<file path="src/rtl/irqx_pkg.sv">
package irqx_pkg;
  localparam int BUS_W = 16;

  localparam logic [7:0] OFF_LED    = 8'h00;
  localparam logic [7:0] OFF_BTN    = 8'h08;
  localparam logic [7:0] OFF_STAT   = 8'h10;
  localparam logic [7:0] OFF_CLR    = 8'h20;
  localparam logic [7:0] OFF_MASK   = 8'h38;
  localparam logic [7:0] OFF_SIG_A  = 8'h40;
  localparam logic [7:0] OFF_SIG_B  = 8'h48;
  localparam logic [7:0] OFF_VER    = 8'h50;
  localparam logic [7:0] OFF_SIG_C  = 8'h58;
  localparam logic [7:0] OFF_MODRST = 8'h60;
  localparam logic [7:0] OFF_BID    = 8'h68;

  localparam logic [BUS_W-1:0] SIG_A_VAL = 16'hAAAA;
  localparam logic [BUS_W-1:0] SIG_B_VAL = 16'h5555;
  localparam logic [BUS_W-1:0] SIG_C_VAL = 16'hCAFE;

  // Active-high request: any pending source whose block bit is clear
  function automatic logic any_live(input logic [15:0] pend, input logic [15:0] blk);
    return |(pend & ~blk);
  endfunction

  // Zero-extend a narrow field onto the bus
  function automatic logic [BUS_W-1:0] widen(input logic [BUS_W-1:0] v, input int w);
    logic [BUS_W-1:0] m;
    m = (w >= BUS_W) ? {BUS_W{1'b1}} : ((16'd1 << w) - 16'd1);
    return v & m;
  endfunction
endpackage

</file>
<file path="src/rtl/irqx_sync.sv">
module irqx_sync #(
  parameter int W = 5
) (
  input  logic         clk,
  input  logic         rst_n,
  input  logic [W-1:0] d_async,
  output logic [W-1:0] q_sync
);
  logic [W-1:0] meta_q;

  always_ff @(posedge clk or negedge rst_n) begin
    if (!rst_n) begin
      meta_q <= '0;
      q_sync <= '0;
    end else begin
      meta_q <= d_async;
      q_sync <= meta_q;
    end
  end
endmodule

</file>
<file path="src/rtl/irqx_edge.sv">
module irqx_edge #(
  parameter int W = 5
) (
  input  logic         clk,
  input  logic         rst_n,
  input  logic [W-1:0] lvl,
  output logic [W-1:0] rise
);
  logic [W-1:0] prev_q;

  always_ff @(posedge clk or negedge rst_n) begin
    if (!rst_n) prev_q <= '0;
    else        prev_q <= lvl;
  end

  assign rise = lvl & ~prev_q;

  generate
    for (genvar i = 0; i < W; i++) begin : g_chk
      // an edge marker lasts a single cycle while the level is held
      assert_rise_one_cycle_R4: assert property (@(posedge clk) disable iff (!rst_n)
        rise[i] |=> !rise[i]);
    end
  endgenerate
endmodule

</file>
<file path="src/rtl/irqx_status.sv">
module irqx_status #(
  parameter int N = 5
) (
  input  logic         clk,
  input  logic         rst_n,
  input  logic [N-1:0] rise,
  input  logic         wr_mask,
  input  logic         wr_clr,
  input  logic [N-1:0] wdata,
  output logic [N-1:0] pend_o,
  output logic [N-1:0] mask_o,
  output logic [N-1:0] clr_o,
  output logic         irq_n_o
);
  import irqx_pkg::*;

  logic [N-1:0] pend_q, mask_q, clr_q;

  always_ff @(posedge clk or negedge rst_n) begin
    if (!rst_n) begin
      mask_q <= '1;
      clr_q  <= '0;
    end else begin
      if (wr_mask) mask_q <= wdata;
      if (wr_clr)  clr_q  <= wdata;
    end
  end

  generate
    for (genvar i = 0; i < N; i++) begin : g_bit
      always_ff @(posedge clk or negedge rst_n) begin
        if (!rst_n)        pend_q[i] <= 1'b0;
        else if (clr_q[i]) pend_q[i] <= 1'b0;
        else if (rise[i])  pend_q[i] <= 1'b1;
      end

      // a pending bit only appears after a detected edge
      assert_set_needs_edge_R4: assert property (@(posedge clk) disable iff (!rst_n)
        $rose(pend_q[i]) |-> $past(rise[i]));
      // a held clear bit keeps its pending bit at zero
      assert_clear_holds_R5: assert property (@(posedge clk) disable iff (!rst_n)
        clr_q[i] |=> !pend_q[i]);
    end
  endgenerate

  assign irq_n_o = ~any_live(16'(pend_q), 16'(mask_q));
  assign pend_o  = pend_q;
  assign mask_o  = mask_q;
  assign clr_o   = clr_q;

  // blocking every source releases the line on the next cycle
  assert_full_mask_quiet_R6: assert property (@(posedge clk) disable iff (!rst_n)
    (wr_mask && (&wdata)) |=> irq_n_o);
endmodule

</file>
<file path="src/rtl/irq_expander_regs.sv">
module irq_expander_regs #(
  parameter int          ADDR_W   = 8,
  parameter int          NSRC     = 5,
  parameter int          BTN_W    = 4,
  parameter logic [15:0] VERSION  = 16'h0103,
  parameter logic [15:0] BOARD_ID = 16'h0051
) (
  input  logic              clk,
  input  logic              rst_n,
  input  logic [ADDR_W-1:0] bus_addr,
  input  logic              bus_wr,
  input  logic [15:0]       bus_wdata,
  output logic [15:0]       bus_rdata,
  input  logic [NSRC-1:0]   src_raw,
  input  logic [BTN_W-1:0]  btn_raw,
  output logic [15:0]       led_out,
  output logic [15:0]       modrst_out,
  output logic              irq_n
);
  import irqx_pkg::*;

  logic [NSRC-1:0]  src_sync, src_rise, pend, mask, clr;
  logic [BTN_W-1:0] btn_sync;
  logic [15:0]      led_q, modrst_q;
  logic             wr_led, wr_modrst, wr_mask, wr_clr;

  irqx_sync #(.W(NSRC)) u_src_sync (
    .clk(clk), .rst_n(rst_n), .d_async(src_raw), .q_sync(src_sync));

  irqx_edge #(.W(NSRC)) u_src_edge (
    .clk(clk), .rst_n(rst_n), .lvl(src_sync), .rise(src_rise));

  irqx_sync #(.W(BTN_W)) u_btn_sync (
    .clk(clk), .rst_n(rst_n), .d_async(btn_raw), .q_sync(btn_sync));

  assign wr_led    = bus_wr && (bus_addr == ADDR_W'(OFF_LED));
  assign wr_modrst = bus_wr && (bus_addr == ADDR_W'(OFF_MODRST));
  assign wr_mask   = bus_wr && (bus_addr == ADDR_W'(OFF_MASK));
  assign wr_clr    = bus_wr && (bus_addr == ADDR_W'(OFF_CLR));

  irqx_status #(.N(NSRC)) u_status (
    .clk(clk), .rst_n(rst_n), .rise(src_rise),
    .wr_mask(wr_mask), .wr_clr(wr_clr), .wdata(bus_wdata[NSRC-1:0]),
    .pend_o(pend), .mask_o(mask), .clr_o(clr), .irq_n_o(irq_n));

  always_ff @(posedge clk or negedge rst_n) begin
    if (!rst_n) begin
      led_q    <= '0;
      modrst_q <= '0;
    end else begin
      if (wr_led)    led_q    <= bus_wdata;
      if (wr_modrst) modrst_q <= bus_wdata;
    end
  end

  assign led_out    = led_q;
  assign modrst_out = modrst_q;

  always_comb begin
    bus_rdata = '0;
    case (bus_addr)
      ADDR_W'(OFF_LED):    bus_rdata = led_q;
      ADDR_W'(OFF_BTN):    bus_rdata = widen(16'(btn_sync), BTN_W);
      ADDR_W'(OFF_STAT):   bus_rdata = widen(16'(pend), NSRC);
      ADDR_W'(OFF_CLR):    bus_rdata = widen(16'(clr), NSRC);
      ADDR_W'(OFF_MASK):   bus_rdata = widen(16'(mask), NSRC);
      ADDR_W'(OFF_SIG_A):  bus_rdata = SIG_A_VAL;
      ADDR_W'(OFF_SIG_B):  bus_rdata = SIG_B_VAL;
      ADDR_W'(OFF_VER):    bus_rdata = VERSION;
      ADDR_W'(OFF_SIG_C):  bus_rdata = SIG_C_VAL;
      ADDR_W'(OFF_MODRST): bus_rdata = modrst_q;
      ADDR_W'(OFF_BID):    bus_rdata = BOARD_ID;
      default:             bus_rdata = '0;
    endcase
  end

  // a write elsewhere leaves the LED outputs untouched
  assert_led_hold_R10: assert property (@(posedge clk) disable iff (!rst_n)
    (bus_wr && bus_addr != ADDR_W'(OFF_LED)) |=> $stable(led_out));
  // a write elsewhere leaves the module reset outputs untouched
  assert_modrst_hold_R8: assert property (@(posedge clk) disable iff (!rst_n)
    (bus_wr && bus_addr != ADDR_W'(OFF_MODRST)) |=> $stable(modrst_out));
endmodule

</file>
<file path="config.mk">
export PLATFORM = sky130hd
export DESIGN_NAME = irq_expander_regs
export DESIGN_NICKNAME = d
export VERILOG_FILES = /design/src/rtl/irqx_pkg.sv /design/src/rtl/irqx_sync.sv /design/src/rtl/irqx_edge.sv /design/src/rtl/irqx_status.sv /design/src/rtl/irq_expander_regs.sv
export SDC_FILE = /design/constraint.sdc
export NUM_CORES = 1
export LEC_CHECK = 0
export CAP_MARGIN = 20
export CORE_ASPECT_RATIO = 0.7
export CORE_MARGIN = 2
export CORE_UTILIZATION = 43
export DETAILED_ROUTE_END_ITERATION = 8
export GPL_ROUTABILITY_DRIVEN = 0
export GPL_TIMING_DRIVEN = 0
export PLACE_DENSITY = 0.79
export SLEW_MARGIN = 10
export SYNTH_ARGS = -nofsm -noshare
export SYNTH_HDL_FRONTEND = slang
export SYNTH_HIERARCHICAL = 1
export SYNTH_SLANG_ARGS = --single-unit
</file>
<file path="constraint.sdc">
create_clock -name clk -period 1.63 [get_ports clk]
set_clock_uncertainty 0.1 [all_clocks]
set_input_delay 0.163 -clock clk [delete_from_list [all_inputs] [get_ports clk]]
set_output_delay 0.163 -clock clk [all_outputs]
set_load 0.02 [all_outputs]
</file>
==> impl_metrics.toml <==
[status]
outcome = "finished, violations left"
violations = "setup timing"

[global_route]
grt_antenna_before_repair = 0
grt_pass1_vias = 2555
grt_max_degree = 69
grt_pass1_wl_um = 14200
grt-ovfl-total = 0
grt_use_total = 0.246

[drt]
vias_per_cell = 5.68
dr.pass1.iters = 5
drt-total-wl_um = 9460
drt_iter0_drc = 314
detail_route.wl_per_cell_um = 20.6
drc = 0
ant_nets = 0
vias = 2612

[synth]
ys_seq_area_frac = 0.572
async_reset_ff_frac = 1.00
synth_edf_count = 0
synth_warnings = 6
synthesis.nets = 275
syn_inst = 239
netlist_area_um2 = 3070
synth_ff_type = "dfrtp_1"
synth.avg_cell_area_um2 = 12.9
yosysUniqueCellTypes = 42
synth-seq-cells = 70

[placed_design]
hpwl_um = 5520
place.port_buffers = 80
dp_cells = 414
place_area_um2 = 4120
place_ws_ps = -1430

[critical_path]
arrival_ps = 1820
cpMostUsedCell = "buf_6"
crit_chain = "buf_6 -> or4_4 -> buf_6 -> nor3_4 -> buf_4 -> buf_8 -> a22oi_2 -> o21ai_2 -> buf_6"
start_kind = "input port"
slowest_delay_ps = 590
reg2reg_depth = 3
crit_slowest_cell = "or4_4"
path_buf_inv = 5
critPathMaxFanout = 5
critical_path_class = "in -> out"
worstReg2RegStart = "modrst_out[0]"
cp-end-kind = "output port"
rrSetupSlack_ps = 490
cp_data_required_time_ps = 1370
critPathTopFamily = "simple AND/OR/NAND/NOR gates"
r2r-end = "modrst_out[0]"

[power_and_ir_drop]
power_frac_clock = 0.397
p_int_w = 0.00299
total_power_w = 0.00403
combPwrFrac = 0.126
switching_share = 0.258
ir_drop_mv = 0.476
p_per_area_nw_per_um2 = 835
pwr-share-seq = 0.478
p_sw_w = 0.00104
p_leak_nw = 2.49

[floorplanning]
die_w_um = 105
initial_core_util = 0.450
num_rows = 25
core_um2 = 6820
ios = 85
dieArea_um2 = 7850
die_h_um = 74.7

[finish]
area_growth_pct = 57.3
fin_area_um2 = 4830
final_nets = 397
diodes = 0
final_cell_mix = "dfrtp_1, buf_6, dlygate4sd2_1"
layout_commonest_cell = "dfrtp_1"
drive_above_1_share = 0.434
final_cells = 460

[cts]
max-clock-path-buffers = 2
clk_latency_ps = 360
path_clk_slew_ps = 70
clock-sinks = 70
cts_tree = "done"
cts_root_buf = "clkbuf_8"
ctsHtreeMaxLevel = 3
numCtsBuffers = 9

[sta]
fmax_ghz = 0.481
hold_viol = 0
timing.final.ws_setup_ps = -449
tns_ps = -12480
tightestPinTransition_ps = 551
maxSlewViolCount = 0
min_period_ps = 2080
final-setup-viol-count = 49
rsz0062_at_grt = "yes"
finalCritPeriodShare = 1.28
slew_headroom = 0.632

[worst_hold_path]
holdCritPathClass = "in -> async"

[job]
drv_cap = 0
==> worst max path at each step <==
stage                           start       endpoint  slack, ps  cells past startpoint
after floorplan           bus_addr[1]    led_out[10]       -360                      6
after global placement          rst_n  modrst_out[9]      -1940                      1
after detailed placement  bus_addr[4]   bus_rdata[1]      -1430                      7
after CTS                 bus_addr[2]   bus_rdata[1]       -450                      7
after global routing      bus_addr[0]  bus_rdata[14]       -460                      9
final                     bus_addr[0]  bus_rdata[14]       -450                      9
==> Yosys cell counts (all sizes together) (2+ instances only) <==
cell type | count | area [um^2]
dfrtp | 65 | 1630
mux2 | 43 | 522
nor2 | 17 | 63.8
nand2 | 12 | 52.6
a22oi | 10 | 75.1
clkbuf | 10 | 37.5
a21oi | 7 | 35.0
inv | 6 | 22.5
nor2b | 6 | 75.1
o21ai | 6 | 30.0
dfstp | 5 | 131
nand2b | 5 | 31.3
a221o | 4 | 40.0
nand3 | 4 | 20.0
nor3 | 4 | 25.0
o22ai | 4 | 25.0
buf | 3 | 21.3
mux2i | 3 | 30.0
nor4 | 3 | 18.8
or3 | 3 | 18.8
a211o | 2 | 17.5
a211oi | 2 | 15.0
or4 | 2 | 15.0
==> area by class of cell <==
class | count | area (um^2)
clock inverters | 6 | 92.6
well taps | 94 | 118
multi-input cells | 150 | 1450
plain buffers | 12 | 95.1
flip-flops and latches | 70 | 1760
inverters | 6 | 22.5
fillers | 468 | 1990
clock buffers | 10 | 138
repair buffers | 112 | 1160
==> registers in the layout, summed over array words and instances, names as in the netlist <==
name / count
modrst_out: 16
u_status/pend_o: 5
u_btn_sync/q_sync: 4
u_src_edge/prev_q: 5
u_status/mask_o: 5
u_src_sync/meta_q: 5
u_btn_sync/meta_q: 4
led_out: 16
u_src_sync/q_sync: 5
u_status/clr_o: 5
==> stage by stage <==
stage	hold WS [ps]	util
global route	26.5	0.709
floorplan	-233	-
CTS	28.8	0.697
finish	48.2	0.709
global placement	233	0.601
detailed placement	-132	0.605
==> kinds of logic after synthesis <==
kind of cell	share of synthesized area
muxes	0.180
xor gates and xnor gates	0.00285
and+or+nand+nor	0.124
DFF	0.572
buffers and inverters	0.0265
AOI/OAI and AO/OA	0.0949
==> worst reg2reg max path: stages, from the launching register on <==
cell and delay, ps:
dfrtp_1 400, buf_4 140, buf_4 130, mux2_2 260
==> power groups by stage <==
stage	combinational, W	sequential, W	clock, W
finish	0.000506	0.00193	0.00160
floorplan	0.000179	0.00197	0
global route	0.000540	0.00194	0.00172
detailed placement	0.000474	0.00195	0
CTS	0.000484	0.00192	0.00163
global placement	0.000456	0.00195	0
==> metal layers <==
metal  up-vias  wire (um)  GRT usage
met5         -          0          0
met1      1295       3930      0.324
met3        45        769     0.0710
met4         0        427      0.159
li1       1110          -          -
met2       162       4330      0.364
==> timing repair <==
item / CTS / global route
hold buffers: 1 / 0
endpoints found under the hold margin: 65 / 0
pin swaps: 15 / 13
cloned: 3 / 0
gates resized for setup: 184 / 23
buffers inserted: 22 / 5
endpoints found under the setup margin: 79 / 64
Power figures use the tool's default switching activity.
